## src/rtl/shadow_ptr_pkg.sv

```systemverilog
package shadow_ptr_pkg;

    localparam int CLS_W = 6;

    // Instruction classes presented by the decoder
    typedef enum logic [CLS_W-1:0] {
        K_NONE     = 6'd0,
        K_IDX_MEM  = 6'd1,
        K_LDA_BC   = 6'd2,
        K_LDA_DE   = 6'd3,
        K_LDA_NN   = 6'd4,
        K_LD16_NN  = 6'd5,
        K_STA_BC   = 6'd6,
        K_STA_DE   = 6'd7,
        K_STA_NN   = 6'd8,
        K_OUT_NA   = 6'd9,
        K_IN_AN    = 6'd10,
        K_IO_C     = 6'd11,
        K_CMP_UP   = 6'd12,
        K_CMP_DN   = 6'd13,
        K_CMPR_UP  = 6'd14,
        K_CMPR_DN  = 6'd15,
        K_COPY_R   = 6'd16,
        K_PIN_UP   = 6'd17,
        K_PIN_DN   = 6'd18,
        K_PINR_UP  = 6'd19,
        K_PINR_DN  = 6'd20,
        K_POUT_UP  = 6'd21,
        K_POUT_DN  = 6'd22,
        K_POUTR_UP = 6'd23,
        K_POUTR_DN = 6'd24,
        K_JP_WORD  = 6'd25,
        K_JR       = 6'd26,
        K_JR_CC    = 6'd27,
        K_DJNZ     = 6'd28,
        K_RET      = 6'd29,
        K_RET_CC   = 6'd30,
        K_RST      = 6'd31,
        K_HL_ARITH = 6'd32,
        K_IX_ADD   = 6'd33,
        K_NIB_ROT  = 6'd34,
        K_EX_STK   = 6'd35
    } ptr_cls_e;

endpackage

```

## src/rtl/sptr_block_rule.sv

```systemverilog
// Pointer rules for the compare, block-copy and block port classes.
module sptr_block_rule
    import shadow_ptr_pkg::*;
#(
    parameter int BYTE_W = 8
) (
    input  ptr_cls_e              cls,
    input  logic [2*BYTE_W-1:0]   cur_ptr,
    input  logic [2*BYTE_W-1:0]   pc_init,
    input  logic [2*BYTE_W-1:0]   bc_pre,
    input  logic [2*BYTE_W-1:0]   bc_post,
    input  logic                  match,
    output logic                  upd,
    output logic [2*BYTE_W-1:0]   val,
    output logic                  b_live
);

    localparam int PTR_W = 2 * BYTE_W;
    localparam logic [PTR_W-1:0] ONE = PTR_W'(1);

    logic             c_live;
    logic [PTR_W-1:0] pc_step;

    assign c_live  = |bc_post;
    assign b_live  = |bc_post[PTR_W-1:BYTE_W];
    assign pc_step = pc_init + ONE;

    always_comb begin
        upd = 1'b0;
        val = cur_ptr;
        case (cls)
            K_CMP_UP: begin
                upd = 1'b1;
                val = cur_ptr + ONE;
            end
            K_CMP_DN: begin
                upd = 1'b1;
                val = cur_ptr - ONE;
            end
            K_CMPR_UP: begin
                upd = 1'b1;
                val = (c_live && !match) ? pc_step : cur_ptr + ONE;
            end
            K_CMPR_DN: begin
                upd = 1'b1;
                val = (c_live && !match) ? pc_step : cur_ptr - ONE;
            end
            K_COPY_R: begin
                upd = c_live;
                val = pc_step;
            end
            K_PIN_UP: begin
                upd = 1'b1;
                val = bc_pre + ONE;
            end
            K_PIN_DN: begin
                upd = 1'b1;
                val = bc_pre - ONE;
            end
            K_PINR_UP: begin
                upd = 1'b1;
                val = b_live ? pc_step : bc_pre + ONE;
            end
            K_PINR_DN: begin
                upd = 1'b1;
                val = b_live ? pc_step : bc_pre - ONE;
            end
            K_POUT_UP: begin
                upd = 1'b1;
                val = bc_post + ONE;
            end
            K_POUT_DN: begin
                upd = 1'b1;
                val = bc_post - ONE;
            end
            K_POUTR_UP: begin
                upd = 1'b1;
                val = b_live ? pc_step : bc_post + ONE;
            end
            K_POUTR_DN: begin
                upd = 1'b1;
                val = b_live ? pc_step : bc_post - ONE;
            end
            default: begin
                upd = 1'b0;
                val = cur_ptr;
            end
        endcase
    end

endmodule

```

## src/rtl/sptr_rule_calc.sv

```systemverilog
// Selects the candidate pointer value for a retiring instruction class.
module sptr_rule_calc
    import shadow_ptr_pkg::*;
#(
    parameter int BYTE_W = 8
) (
    input  ptr_cls_e              cls,
    input  logic [2*BYTE_W-1:0]   cur_ptr,
    input  logic [2*BYTE_W-1:0]   pc_init,
    input  logic [2*BYTE_W-1:0]   pc_new,
    input  logic [2*BYTE_W-1:0]   bc_pre,
    input  logic [2*BYTE_W-1:0]   bc_post,
    input  logic [2*BYTE_W-1:0]   de,
    input  logic [2*BYTE_W-1:0]   hl,
    input  logic [2*BYTE_W-1:0]   idx,
    input  logic [BYTE_W-1:0]     acc,
    input  logic [BYTE_W-1:0]     imm8,
    input  logic [2*BYTE_W-1:0]   imm16,
    input  logic [BYTE_W-1:0]     disp,
    input  logic [2*BYTE_W-1:0]   stk,
    input  logic                  cond,
    input  logic                  match,
    output logic                  upd,
    output logic [2*BYTE_W-1:0]   val
);

    localparam int PTR_W = 2 * BYTE_W;
    localparam logic [PTR_W-1:0]  ONE    = PTR_W'(1);
    localparam logic [PTR_W-1:0]  TWO    = PTR_W'(2);
    localparam logic [BYTE_W-1:0] LO_ONE = BYTE_W'(1);

    logic             blk_upd;
    logic [PTR_W-1:0] blk_val;
    logic             b_live;
    logic [PTR_W-1:0] sdisp;
    logic [PTR_W-1:0] rel_tgt;

    assign sdisp   = {{(PTR_W-BYTE_W){disp[BYTE_W-1]}}, disp};
    assign rel_tgt = pc_init + TWO + sdisp;

    sptr_block_rule #(
        .BYTE_W (BYTE_W)
    ) u_block (
        .cls     (cls),
        .cur_ptr (cur_ptr),
        .pc_init (pc_init),
        .bc_pre  (bc_pre),
        .bc_post (bc_post),
        .match   (match),
        .upd     (blk_upd),
        .val     (blk_val),
        .b_live  (b_live)
    );

    always_comb begin
        upd = blk_upd;
        val = blk_val;
        case (cls)
            K_IDX_MEM: begin
                upd = 1'b1;
                val = idx + sdisp;
            end
            K_LDA_BC: begin
                upd = 1'b1;
                val = bc_pre + ONE;
            end
            K_LDA_DE: begin
                upd = 1'b1;
                val = de + ONE;
            end
            K_LDA_NN, K_LD16_NN: begin
                upd = 1'b1;
                val = imm16 + ONE;
            end
            K_STA_BC: begin
                upd = 1'b1;
                val = {acc, bc_pre[BYTE_W-1:0] + LO_ONE};
            end
            K_STA_DE: begin
                upd = 1'b1;
                val = {acc, de[BYTE_W-1:0] + LO_ONE};
            end
            K_STA_NN: begin
                upd = 1'b1;
                val = {acc, imm16[BYTE_W-1:0] + LO_ONE};
            end
            K_OUT_NA: begin
                upd = 1'b1;
                val = {acc, imm8 + LO_ONE};
            end
            K_IN_AN: begin
                upd = 1'b1;
                val = {acc, imm8} + ONE;
            end
            K_IO_C: begin
                upd = 1'b1;
                val = bc_pre + ONE;
            end
            K_JP_WORD: begin
                upd = 1'b1;
                val = imm16;
            end
            K_JR: begin
                upd = 1'b1;
                val = rel_tgt;
            end
            K_JR_CC: begin
                upd = cond;
                val = rel_tgt;
            end
            K_DJNZ: begin
                upd = b_live;
                val = rel_tgt;
            end
            K_RET, K_EX_STK: begin
                upd = 1'b1;
                val = stk;
            end
            K_RET_CC: begin
                upd = cond;
                val = stk;
            end
            K_RST: begin
                upd = 1'b1;
                val = pc_new;
            end
            K_HL_ARITH, K_NIB_ROT: begin
                upd = 1'b1;
                val = hl + ONE;
            end
            K_IX_ADD: begin
                upd = 1'b1;
                val = idx + ONE;
            end
            default: begin
                upd = blk_upd;
                val = blk_val;
            end
        endcase
    end

endmodule

```

## src/rtl/sptr_flag_leak.sv

```systemverilog
// Places two pointer bits at their positions in the flag byte.
module sptr_flag_leak #(
    parameter int BYTE_W = 8,
    parameter int HI_DST = 5,
    parameter int LO_DST = 3
) (
    input  logic              src_hi,
    input  logic              src_lo,
    output logic [BYTE_W-1:0] flags
);

    always_comb begin
        flags         = '0;
        flags[HI_DST] = src_hi;
        flags[LO_DST] = src_lo;
    end

endmodule

```

## src/rtl/shadow_ptr_unit.sv

```systemverilog
module shadow_ptr_unit
    import shadow_ptr_pkg::*;
#(
    parameter int BYTE_W = 8,
    parameter int HI_SRC = 13,
    parameter int LO_SRC = 11,
    parameter int HI_DST = 5,
    parameter int LO_DST = 3
) (
    input  logic                clk,
    input  logic                rst_n,
    input  logic                done_i,
    input  logic [CLS_W-1:0]    cls_i,
    input  logic [2*BYTE_W-1:0] pc_init_i,
    input  logic [2*BYTE_W-1:0] pc_new_i,
    input  logic [2*BYTE_W-1:0] bc_pre_i,
    input  logic [2*BYTE_W-1:0] bc_post_i,
    input  logic [2*BYTE_W-1:0] de_i,
    input  logic [2*BYTE_W-1:0] hl_i,
    input  logic [2*BYTE_W-1:0] idx_i,
    input  logic [BYTE_W-1:0]   acc_i,
    input  logic [BYTE_W-1:0]   imm8_i,
    input  logic [2*BYTE_W-1:0] imm16_i,
    input  logic [BYTE_W-1:0]   disp_i,
    input  logic [2*BYTE_W-1:0] stk_i,
    input  logic                cond_i,
    input  logic                match_i,
    output logic [2*BYTE_W-1:0] ptr_o,
    output logic [BYTE_W-1:0]   flag_bits_o
);

    localparam int PTR_W = 2 * BYTE_W;

    typedef struct packed {
        logic [PTR_W-1:0] ptr;
    } sptr_state_t;

    sptr_state_t      st_d;
    sptr_state_t      st_q;
    logic             rule_upd;
    logic [PTR_W-1:0] rule_val;

    sptr_rule_calc #(
        .BYTE_W (BYTE_W)
    ) u_rules (
        .cls     (ptr_cls_e'(cls_i)),
        .cur_ptr (st_q.ptr),
        .pc_init (pc_init_i),
        .pc_new  (pc_new_i),
        .bc_pre  (bc_pre_i),
        .bc_post (bc_post_i),
        .de      (de_i),
        .hl      (hl_i),
        .idx     (idx_i),
        .acc     (acc_i),
        .imm8    (imm8_i),
        .imm16   (imm16_i),
        .disp    (disp_i),
        .stk     (stk_i),
        .cond    (cond_i),
        .match   (match_i),
        .upd     (rule_upd),
        .val     (rule_val)
    );

    always_comb begin
        st_d = st_q;
        if (done_i && rule_upd) begin
            st_d.ptr = rule_val;
        end
    end

    always_ff @(posedge clk or negedge rst_n) begin
        if (!rst_n) begin
            st_q <= '0;
        end else begin
            st_q <= st_d;
        end
    end

    assign ptr_o = st_q.ptr;

    sptr_flag_leak #(
        .BYTE_W (BYTE_W),
        .HI_DST (HI_DST),
        .LO_DST (LO_DST)
    ) u_leak (
        .src_hi (st_q.ptr[HI_SRC]),
        .src_lo (st_q.ptr[LO_SRC]),
        .flags  (flag_bits_o)
    );

endmodule

```

## config.mk

```make
export PLATFORM = sky130hd
export DESIGN_NAME = shadow_ptr_unit
export DESIGN_NICKNAME = d
export VERILOG_FILES = /design/src/rtl/shadow_ptr_pkg.sv /design/src/rtl/sptr_block_rule.sv /design/src/rtl/sptr_rule_calc.sv /design/src/rtl/sptr_flag_leak.sv /design/src/rtl/shadow_ptr_unit.sv
export SDC_FILE = /design/constraint.sdc
export NUM_CORES = 1
export LEC_CHECK = 0
export BUFFER_PORTS_ARGS = -buffer_cell sky130_fd_sc_hd__buf_4
export CAP_MARGIN = 30
export CORE_MARGIN = 3
export CORE_UTILIZATION = 39
export DETAILED_ROUTE_END_ITERATION = 8
export PLACE_DENSITY = 0.71
export SYNTH_ARGS = -nofsm -noshare
export SYNTH_HDL_FRONTEND = slang
export SYNTH_HIERARCHICAL = 1
export SYNTH_SLANG_ARGS = --single-unit
```

## constraint.sdc

```tcl
create_clock -name clk -period 4.7 [get_ports clk]
set_clock_uncertainty 0.15 [all_clocks]
set_input_delay 0.47 -clock clk [delete_from_list [all_inputs] [get_ports clk]]
set_output_delay 0.47 -clock clk [all_outputs]
set_load 0.02 [all_outputs]
```

Word level (Yosys, flattened, before mapping)
Cells that the tools add are included.
{ "word_totals": {"wordCells": 80, "in_bits": 179, "reg_bits": 16} }
{ "op_classes": {"addsub": 19, "muxes": 10, "eq_ne": 35, "n_reduce_logical": 15} }
{ "op_table": {"columns": ["cell", "count"], "rows": [
  ["16-bit one-hot mux with 15 select lines", 1],
  ["16-bit one-hot mux with 13 select lines", 1],
  ["16-bit by 1-bit adder with 16-bit output, second input constant", 9],
  ["6-bit by 5-bit equality test with 1-bit output, second input constant", 16],
  ["16-bit two-way mux", 6],
  ["6-bit by 4-bit equality test with 1-bit output, second input constant", 8],
  ["16-bit by 1-bit subtractor with 16-bit output, second input constant", 3],
  ["16-bit adder", 2],
  ["8-bit by 1-bit adder with 8-bit output, second input constant", 4],
  ["28-bit nonzero test", 1],
  ["6-bit by 3-bit equality test with 1-bit output, second input constant", 4],
  ["6-bit equality test, second input constant", 4],
  ["19-bit OR reduction", 1],
  ["16-bit by 2-bit adder with 16-bit output, second input constant", 1],
  ["16-bit OR reduction", 1],
  ["6-bit by 2-bit equality test with 1-bit output, second input constant", 2],
  ["12-bit OR reduction", 1],
  ["2-bit OR reduction", 4],
  ["8-bit OR reduction", 1],
  ["6-bit by 1-bit equality test with 1-bit output, second input constant", 1],
  ["3-bit OR reduction", 2],
  ["1-bit one-hot mux with 3 select lines", 1],
  ["1-bit logical AND", 2],
  ["1-bit one-hot mux with 2 select lines", 1],
  ["other kinds (2)", 2]
]} }

Logic depth before layout (Yosys ltp)
Gate-level depths: netlist of run 1.
{ "depth": {"ltp_word": 6, "mapped_depth": 17, "mapped_depth_nobuf": 15} }

Modules after synthesis
The synthesis of run 1 kept the hierarchy.
{ "modules_own_cells": {"columns": ["module", "n_inst", "area_each_um2", "cells_per_inst", "seq_area_each_um2"], "rows": [
  ["sptr_rule_calc", 1, 4043.9, 567, 0.0],
  ["sptr_block_rule", 1, 3568.4, 564, 0.0],
  ["shadow_ptr_unit", 1, 635.6, 34, 400.4],
  ["sptr_flag_leak", 1, 63.8, 9, 0.0]
]} }

Worst setup path after synthesis of run 1
No wires, ideal clock.
{ "synth_path": {"path_kind": "input to register", "startpoint": "input port pc_init_i[1]", "endpoint": "register st_q, in the netlist ptr_o[15]", "path_stages": 14, "slack_ps": 1094, "arrival_time_ps": 3331, "setup_ps": 125, "required_time_ps": 4425, "path_cell_list": "inv_1 -> ha_1 -> inv_1 -> ha_1 -> fa_1 -> a211oi_1 -> o21a_1 -> o31ai_1 -> o41a_1 -> a31oi_1 -> xnor2_1 -> a22o_1 -> o32a_1 -> mux2_2"} }
{ "synth_between": {"elab_chain_len": 4} }
{ "synth_lines": {"columns": ["item", "line_no", "source"], "rows": [
  ["start, declared", "shadow_ptr_unit.sv:14", "input logic [2*BYTE_W-1:0] pc_init_i,"],
  ["parallel branches: the longest is 3 deep, another holds 16-bit by 2-bit adder with 16-bit output", null, null],
  ["16-bit one-hot mux with 15 select lines *", "sptr_rule_calc.sv:58", "case (cls)"],
  ["named net rule_val[15]", "shadow_ptr_unit.sv:41", "logic [PTR_W-1:0] rule_val;"],
  ["end signal, assigned", "shadow_ptr_unit.sv:77", "st_q <= st_d;"],
  ["end, declared", "shadow_ptr_unit.sv:39", "sptr_state_t st_q;"]
]} }
Mark *: on every way through the listed nets, which the timed path passes.
A chain may end at the register's enable or synchronous reset.

Worst setup path after layout of run 1
{ "layout_path": {"startpoint": "input port bc_post_i[1]", "endpoint": "register st_q, in the netlist ptr_o[4]"} }
{ "layout_between": {"elab_chain_len": 5} }
{ "layout_lines": {"columns": ["item", "line_no", "source"], "rows": [
  ["start, declared", "shadow_ptr_unit.sv:17", "input logic [2*BYTE_W-1:0] bc_post_i,"],
  ["parallel branches: the longest is 3 deep, another holds 16-bit by 1-bit subtractor with 16-bit output", null, null],
  ["16-bit one-hot mux with 13 select lines *", "sptr_block_rule.sv:31", "case (cls)"],
  ["named net u_rules.blk_val[4]", "sptr_rule_calc.sv:33", "logic [PTR_W-1:0] blk_val;"],
  ["16-bit one-hot mux with 15 select lines *", "sptr_rule_calc.sv:58", null],
  ["named net rule_val[4]", "shadow_ptr_unit.sv:41", null]
]} }
Marked as above.

==> results of run 1 <==
## cell type report
type                    count  area [sq um]  share of cell area
clock buffers               3          75.1             0.00756
inverters                  34           128              0.0129
multi-input cells        1045          7370               0.742
repair buffers            215          1620               0.163
flip-flops and latches     16           400              0.0403
well taps                 270           338              0.0340
## metal layers
metal / vias to the layer above / GRT usage / wire, microns
met5: - / 0 / 0
met4: 0 / 0.164 / 2660
met3: 148 / 0.0327 / 4100
met2: 798 / 0.546 / 18600
met1: 5144 / 0.428 / 15900
li1: 4897 / - / -
## cell usage after synthesis (all sizes together) (10+ instances only)
master	n	area, sq um
a31oi	20	125
and3	36	225
nor4b	10	128
nor4	17	136
or4	11	105
o2111ai	16	140
inv	34	128
nor2	114	454
mux2	16	218
a222oi	12	120
and2	13	81.3
ha	53	663
a221o	21	210
o22ai	25	156
a21oi	72	372
clkbuf	43	161
nor3	46	257
xnor2	52	455
xor2	36	315
o21ai	53	265
a221oi	31	284
nor2b	14	87.6
o221ai	14	123
dfrtp	16	400
a22oi	23	173
nand2	82	310
or3	12	80.1
nand4	21	144
a211oi	12	90.1
buf	41	279
nand3	56	280
mux2i	16	160
## repair_timing
| item | in CTS | in global routing |
|---|---|---|
| buffers inserted | 0 | 0 |
| hold buffers | 1 | 0 |
| hold endpoints to repair | 16 | 0 |
| gates resized for setup | 0 | 0 |
## metrics by stage
stage,power (mW),cells
finish,1.95,1583
global placement,1.73,1579
global route,2.05,1583
floorplan,1.15,1179
CTS,1.90,1583
detailed placement,1.73,1579
## power by group
| group | leakage (nW) | switching (mW) | total, mW | internal, mW |
|---|---|---|---|---|
| sequential | 0.191 | 0.199 | 0.397 | 0.198 |
| combinational | 3.73 | 0.786 | 1.38 | 0.596 |
| clock | 0.0370 | 0.0545 | 0.166 | 0.112 |
| total | 3.96 | 1.04 | 1.95 | 0.906 |
## kinds of logic (layout without fill, tap and decap cells)
| family | after synthesis | count (layout) |
|---|---|---|
| AO/OA/AOI/OAI | 391 | 391 |
| XOR/XNOR | 88 | 88 |
| adder cells (fa/ha/maj) | 55 | 55 |
| buffers and inverters | 118 | 252 |
| flip-flops | 16 | 16 |
| multiplexers | 32 | 32 |
| other | 1 | 6 |
| AND/OR/NAND/NOR | 473 | 473 |
## how the worst max path moves through the flow
stage / endpoint / slack (ps) / cells after the start / startpoint
floorplan: ptr_o[15] / 1090 / 14 / pc_init_i[1]
global placement: ptr_o[15] / 800 / 15 / pc_init_i[1]
detailed placement: ptr_o[15] / 770 / 15 / pc_init_i[1]
CTS: ptr_o[15] / 1020 / 15 / pc_init_i[1]
global route: ptr_o[4] / 630 / 16 / bc_post_i[1]
finish: ptr_o[4] / 950 / 16 / bc_post_i[1]
==> reports/results.tsv, run 1 <==
stage	metric	value	unit
finish	Filler Cells Inserted	2140	
setup_path	most frequent CP cell	a21oi_1	
place	worst slack, placed	768	ps
status	status	complete, no violations	
finish	commonest non-fill, non-tap cell in the layout	buf_4	
detailed_routing	DRT Wirelength	41300	microns
global_routing	first-pass GRT wire length	61400	microns
detailed_routing	vias post-DR	11000	
setup_path	WS Path Type	input pin to flip-flop	
timing	Peak Freq	267	MHz
place	post-detail-place hpwl	33000	microns
cts	CTS sink cnt	16	
floorplanning	Die ar.	0.0231	sq mm
timing	Slew HR	0.370	
power_and_ir_drop	Peak supply drop	0.131	mV
power_and_ir_drop	Pwr per Cell Area	196	mW/mm^2
setup_path	critical path's top delay family	compound AO/OA/AOI/OAI gates	
finish	# nets final	1549	
detailed_routing	Final ANT Viol Nets	0	
place	Placer Congestion	1.06	
setup_path	reg2reg path depth	10	
finish	Finished Cell Area	0.00992	sq mm
detailed_routing	Via density	6.94	
global_routing	vias in the first global route	10100	
setup_path	CP required	4680	ps
job	Max-Cap Viols	0	
timing	WHS	482	ps
yosys	post-synthesis compound-gate area fraction	0.344	
finish	area delta synth->final	19.4	%
setup_path	Buf/Inv on CP	2	
setup_path	Critical R2R Launch	ptr_o[0]	
yosys	largest family of logic cells by synthesized area	compound AO/OA/AOI/OAI gates	
detailed_routing	WL/cell	26.1	microns
timing	hold violation total from the final report	0	
power_and_ir_drop	Lkg Pwr	3.96	nW
yosys	post-synthesis mux area share	0.0455	
yosys	Post-Syn Instances	1174	
yosys	fraction of the mapped netlist area in adder cells	0.0846	
floorplanning	Starting Density	0.404	
global_routing	largest net degree at the start of global routing	46	
setup_path	reg-to-reg endpoint	ptr_o[6]	
setup_path	arrival time worst endpoint	3730	ps
detailed_routing	drt initial violations	1539	
setup_path	R2R Setup Slk	1430	ps
yosys	yosys warns	6	
finish	max reg flops	16	
cts	CTS H-tree depth	1	
timing	TNS Setup	0	ps
setup_path	CP peak stage delay	520	ps
place	IO buf count	196	
yosys	Synth Area in Simple Gates	0.317	
setup_path	CP Max Fanout	15	
cts	CTS buffer count	3	
yosys	sequential area share after synthesis	0.0482	
timing	final setup violating endpoints	0	
timing	max-slew violation count	0	
timing	Final period util	0.797	
global_routing	GR Overflow Total	0	
finish	most frequent cells in the layout	buf_4, nor2_1, nand2_1, a21oi_1, nand3_1	
yosys	Seq cells post-synth	16	
hold_path	Hold WC Path Type	input pin to async pin	
cts	root buf cell	clkbuf_16	
yosys	Yosys cell types	97	
global_routing	initial antenna violation count	0	
detailed_routing	drt first pass iters	8	
setup_path	Worst Setup End Kind	flip-flop	
timing	Setup WS post-layout	953	ps
yosys	syn avg cell area	7.08	sq um
finish	Ant. Diodes	0	
finish	final core occ	0.483	
timing	RSZ-0062 raised after global routing	false	
timing	measured slew at the worst slew-check pin	941	ps
cts	clk buf depth	2	
setup_path	worst-path cell chain	buf_4, inv_1, ha_1, or4b_4, nor2_2, a21oi_1, a31o_2, o21ai_0, nand4_1, a31oi_1, a21oi_1, a21oi_1, o211ai_1, a21oi_1, o21ai_0, mux2_4	
cts	Clock Latency Late Sink	250	ps
yosys	synthesized area	0.00831	sq mm
global_routing	total track usage	0.330	
floorplanning	# IOs	203	
cts	clock-pin slew on the worst setup and hold paths	50	ps
yosys	area share of xor/xnor cells in the synthesized design	0.0927	
floorplanning	core area	0.0206	sq mm
finish	share of layout cells above drive strength 1	0.218	
setup_path	CP Launch Type	input pin	
setup_path	critical path's slowest cell	or4b_4	
yosys	Synth async-reset ratio	1.00	
cts	TritonCTS clock tree	yes	
floorplanning	FP Rows	52	
floorplanning	Die H	152	microns
place	DP Area	0.00984	sq mm
yosys	Post-synth EDFFs	0	
yosys	ys flop type	dfrtp_1	
detailed_routing	DRC viols	0	
timing	fin crit period	3750	ps
floorplanning	DIE WIDTH	152	microns
Note: power is estimated with default switching activity, not from simulation.
==> run 2, diff against run 1 <==
- clock period: 4.7 -> 3.6 ns (I/O delays scaled with it)
==> run 2 against run 1 <==
Utilization rose by 3.7 points; first-iteration DRC count is 0.26% lower; worst hold slack worse by 120 ps; sequential share of layout area is 0.29 points lower; critical path depth decreased by 1; register-to-register slack worse by 810 ps; cell area up 7.7%; global-route usage grew 0.057 points; sequential cell count unchanged; via count is 3.0% higher; setup slack worse by 800 ps; routed wire length is 0.48% lower; largest cell class unchanged.
==> reports/results.tsv, run 2 (synthesis results as in run 1) <==
stage	metric	value	unit	change
detailed_routing	WL/cell	24.5	microns	-6.1%
floorplanning	core area	0.0206	sq mm	unchanged
setup_path	CP Max Fanout	2		-13
finish	area delta synth->final	28.6	%	
floorplanning	DIE WIDTH	152	microns	unchanged
setup_path	critical path's slowest cell	fa_2		
setup_path	worst-path cell chain	buf_4, inv_1, ha_1, inv_1, ha_1, fa_2, a211oi_2, o21a_1, o31ai_1, o41a_1, a31oi_1, xnor2_1, a22o_1, o32a_1, mux2_2		
detailed_routing	vias post-DR	11300		+3.0%
timing	final setup violating endpoints	0		unchanged
floorplanning	Die H	152	microns	unchanged
cts	CTS H-tree depth	1		unchanged
cts	TritonCTS clock tree	yes		
power_and_ir_drop	Peak supply drop	0.200	mV	+52%
floorplanning	Die ar.	0.0231	sq mm	unchanged
global_routing	total track usage	0.331		+0.000572
status	status	complete, no violations		
detailed_routing	drt initial violations	1535		-0.26%
timing	Peak Freq	290	MHz	
setup_path	Worst Setup End Kind	flip-flop		
detailed_routing	DRT Wirelength	41100	microns	-0.48%
detailed_routing	Final ANT Viol Nets	0		unchanged
timing	fin crit period	3450	ps	
floorplanning	# IOs	203		unchanged
timing	RSZ-0062 raised after global routing	false		
cts	clock-pin slew on the worst setup and hold paths	50	ps	about the same
global_routing	largest net degree at the start of global routing	28		-39%
setup_path	WS Path Type	input pin to flip-flop		
power_and_ir_drop	Lkg Pwr	4.44	nW	+12%
finish	footprint of the multi-input gates	0.00739	sq mm	+0.34%
place	IO buf count	196		unchanged
finish	commonest non-fill, non-tap cell in the layout	buf_4		
setup_path	Buf/Inv on CP	3		+1
power_and_ir_drop	Pwr per Cell Area	251	mW/mm^2	+28%
cts	Clock Latency Late Sink	250	ps	about the same
job	Max-Cap Viols	0		unchanged
place	worst slack, placed	-185	ps	-953 ps
global_routing	GR Overflow Total	0		unchanged
timing	Setup WS post-layout	152	ps	-801 ps
timing	max-slew violation count	0		unchanged
finish	share of layout cells above drive strength 1	0.274		+0.0558
hold_path	Hold WC Path Type	input pin to async pin		
detailed_routing	wl on met1	15200	microns	-4.4%
finish	# nets final	1642		+6.0%
detailed_routing	drt first pass iters	9		+1
global_routing	vias in the first global route	10700		+5.7%
detailed_routing	DRC viols	0		unchanged
finish	Ant. Diodes	0		unchanged
timing	Final period util	0.958		
cts	clk buf depth	2		unchanged
setup_path	critical path's top delay family	compound AO/OA/AOI/OAI gates		
finish	final core occ	0.520		+0.0371
place	Placer Congestion	1.04		-2.3%
global_routing	first-pass GRT wire length	61900	microns	+0.80%
cts	root buf cell	clkbuf_16		
detailed_routing	Via density	6.75		-2.8%
place	DP Area	0.0106	sq mm	+7.3%
finish	FF+latch area	400	sq um	unchanged
timing	measured slew at the worst slew-check pin	878	ps	-63.5 ps
timing	hold violation total from the final report	0		unchanged
detailed_routing	highest routing layer actually used	met4		
floorplanning	Starting Density	0.404		unchanged
setup_path	CP required	3580	ps	-1100 ps
timing	Slew HR	0.413		+0.0425
finish	most frequent cells in the layout	buf_4, nor2_1, nand2_1, a21oi_1, nand3_1		
cts	CTS buffer count	3		unchanged
floorplanning	FP Rows	52		unchanged
global_routing	initial antenna violation count	0		unchanged
place	post-detail-place hpwl	33800	microns	+2.4%
detailed_routing	met3 wire length	4530	microns	+10%
setup_path	CP Launch Type	input pin		
finish	Finished Cell Area	0.0107	sq mm	+7.7%
finish	Filler Cells Inserted	2089		-2.4%
finish	max reg flops	16		unchanged
cts	CTS sink cnt	16		unchanged
setup_path	CP peak stage delay	410	ps	-110 ps
detailed_routing	Met2 Wirelength	18600	microns	+0.27%
setup_path	arrival time worst endpoint	3430	ps	-300 ps
==> run 2: layout make-up <==
type / instances / area share
Sequential cell: 16 / 0.0375
Clock buffer: 4 / 0.00831
Tap cell: 270 / 0.0316
Multi-Input combinational cell: 1045 / 0.692
Timing Repair Buffer: 308 / 0.219
Inverter: 34 / 0.0119
==> run 2: per-stage QoR <==
stage | hold slack [ps] | std cells | setup TNS, ps | power [mW]
after floorplan | -85.6 | 1179 | 0 | 1.50
after global placement | 79.7 | 1670 | -149 | 2.36
after detailed placement | 80.4 | 1671 | -211 | 2.38
after CTS | 367 | 1676 | 0 | 2.63
after global routing | 389 | 1677 | 0 | 2.83
final | 366 | 1677 | 0 | 2.68
==> run 2: worst paths after layout <==
path                       startpoint        end  slack (ps)  cells after the start
max reg2reg                  ptr_o[6]  ptr_o[15]         620                      9
min                             rst_n   ptr_o[4]         370                      2
max in group asynchronous       rst_n   ptr_o[2]        2750                      2
min reg2reg                 ptr_o[15]  ptr_o[15]         520                      1
max                         disp_i[1]  ptr_o[15]         150                     15
min in group clk            stk_i[13]  ptr_o[13]         440                      4
==> run 2: where the power goes <==
part / switching, mW / internal, mW / total (mW)
sequential: 0.192 / 0.260 / 0.453
combinational: 1.11 / 0.877 / 1.99
clock: 0.0701 / 0.169 / 0.239
==> run 2: layer usage <==
| metal | track usage | up-vias |
|---|---|---|
| li1 | - | 5078 |
| met1 | 0.410 | 5200 |
| met2 | 0.547 | 873 |
| met3 | 0.0549 | 161 |
| met4 | 0.178 | 0 |
| met5 | 0 | - |
==> run 2: repair_timing <==
item | 4_1_cts | 5_1_grt
resized for setup | 0 | 6
endpoints found under the hold margin | 16 | 0
setup buffers | 0 | 1
setup endpoints to repair | 0 | 3
hold buffers | 1 | 0
==> run 3, diff against run 2 <==
- CORE_MARGIN: 3 -> unset
- RECOVER_POWER: unset -> 50
- SLEW_MARGIN: unset -> 20
==> run 3 against run 2 <==
Non-clock buffer count unchanged; via count hardly changed; global-route usage up 2.8 points; setup slack better by 59 ps; combinational power hardly changed; die area shrank 5.2%; clock power is essentially flat; fmax is 1.7% higher; count of clock-buffer cells in the layout is the same; routed wire length is 1.5% lower; cell count up 0.30%; largest cell class unchanged; highest routed layer unchanged.
==> reports/results.tsv, run 3 (synthesis results as in run 1) <==
stage	metric	value	unit	change
detailed_routing	Via density	6.72		-0.37%
cts	clk buf depth	2		unchanged
finish	most frequent cells in the layout	buf_4, nor2_1, nand2_1, a21oi_1, nand3_1		
global_routing	initial antenna violation count	0		unchanged
detailed_routing	drt initial violations	1442		-6.1%
timing	Peak Freq	295	MHz	+1.7%
cts	CTS sink cnt	16		unchanged
setup_path	CP required	3580	ps	about the same
detailed_routing	vias post-DR	11300		-0.071%
place	worst slack, placed	-163	ps	+22.1 ps
place	IO buf count	196		unchanged
finish	max reg flops	16		unchanged
global_routing	GR Overflow Total	0		unchanged
detailed_routing	Final ANT Viol Nets	0		unchanged
finish	final core occ	0.509		-0.0109
timing	final setup violating endpoints	0		unchanged
setup_path	reg2reg path depth	9		unchanged
setup_path	CP Launch Type	input pin		
timing	fin crit period	3390	ps	-59.2 ps
power_and_ir_drop	Pwr per Cell Area	248	mW/mm^2	-1.2%
global_routing	first-pass GRT wire length	60600	microns	-2.1%
finish	Ant. Diodes	0		unchanged
finish	area delta synth->final	28.3	%	
finish	share of layout cells above drive strength 1	0.264		-0.00924
power_and_ir_drop	Lkg Pwr	4.40	nW	-0.86%
hold_path	hold path cells	4		
global_routing	largest net degree at the start of global routing	27		-3.6%
detailed_routing	DRC viols	0		unchanged
timing	max-slew violation count	0		unchanged
job	Max-Cap Viols	0		unchanged
floorplanning	core area	0.0210	sq mm	+1.9%
finish	# nets final	1642		unchanged
power_and_ir_drop	total power	2.64	mW	-1.4%
hold_path	Hold WC Path Type	input pin to flip-flop		
detailed_routing	DRT Wirelength	40500	microns	-1.5%
detailed_routing	drt first pass iters	6		-3
timing	measured slew at the worst slew-check pin	963	ps	+85.6 ps
setup_path	CP Max Fanout	26		+24
timing	RSZ-0062 raised after global routing	false		
floorplanning	DIE WIDTH	148	microns	-2.6%
timing	hold violation total from the final report	0		unchanged
timing	Setup WS post-layout	211	ps	+59.2 ps
floorplanning	Die H	148	microns	-2.6%
place	Placer Congestion	1.04		+0.66%
cts	clock-pin slew on the worst setup and hold paths	50	ps	about the same
cts	CTS buffer count	3		unchanged
timing	Final period util	0.941		-0.0164
floorplanning	Starting Density	0.397		-0.00763
power_and_ir_drop	Peak supply drop	0.166	mV	-17%
setup_path	Worst Setup End Kind	flip-flop		
setup_path	arrival time worst endpoint	3370	ps	-60 ps
global_routing	total track usage	0.358		+0.0278
place	post-detail-place hpwl	33300	microns	-1.4%
cts	TritonCTS clock tree	yes		
floorplanning	# IOs	203		unchanged
floorplanning	Die ar.	0.0219	sq mm	-5.2%
cts	Clock Latency Late Sink	250	ps	about the same
cts	root buf cell	clkbuf_16		
cts	CTS H-tree depth	1		unchanged
finish	commonest non-fill, non-tap cell in the layout	buf_4		
status	status	complete, no violations		
floorplanning	FP Rows	53		+1.9%
timing	Slew HR	0.355		-0.0573
detailed_routing	WL/cell	24.1	microns	-1.8%
setup_path	WS Path Type	input pin to flip-flop		
global_routing	vias in the first global route	10400		-2.8%
==> run 3: per-stage QoR <==
stage                     hold WS (ps)  instance area [sq um]  setup TNS (ps)  cells
after CTS                          375                  10700               0   1681
final                              440                  10700               0   1682
after floorplan                  -85.6                   8330               0   1179
after global routing               483                  10700               0   1682
after detailed placement          82.0                  10600            -163   1676
after global placement            86.4                  10600            -116   1676
==> run 3: layout make-up <==
class | instances | area [sq um]
well taps | 275 | 344
inverters | 34 | 128
flip-flops and latches | 16 | 400
repair buffers | 308 | 2330
clock buffers | 4 | 88.8
multi-input cells | 1045 | 7370
fillers | 2158 | 10300
==> run 3: worst paths after layout <==
| path | from | slack, ps | to |
|---|---|---|---|
| worst max-delay path | cls_i[2] | 210 | ptr_o[2] |
| worst min-delay path | stk_i[13] | 440 | ptr_o[13] |
| worst max register to register | ptr_o[8] | 630 | ptr_o[15] |
| worst min register to register | ptr_o[15] | 490 | ptr_o[15] |
| max in group asynchronous | rst_n | 2110 | ptr_o[0] |
| min in group asynchronous | rst_n | 630 | ptr_o[14] |
==> run 3: power breakdown <==
group	switching, mW	total, mW	leakage, nW	internal, mW
Combinational	1.12	1.96	4.17	0.843
Sequential	0.180	0.440	0.191	0.260
Clock	0.0710	0.240	0.0442	0.169
Total	1.37	2.64	4.40	1.27
==> run 3: repair_timing <==
action,CTS,global route
endpoints found under the hold margin,16,0
setup endpoints to repair,0,1
hold buffers,1,0
buffers inserted,0,1
gates resized for setup,0,2
==> run 3: routing by layer <==
layer,wire length (microns),track usage
met5,0,0
met4,2740,0.214
met3,3770,0.0361
met2,18300,0.587
met1,15700,0.454
==> run 3: critical path, stage by stage <==
cell and delay (ps):
buf_4 160, buf_12 170, nor3_1 470, nor2_1 130, or3_1 410, buf_4 160, a221oi_1 220, o21ai_0 140
a311oi_1 350, a32oi_1 270, nor2_1 170, nor2_1 60, mux2_2 270
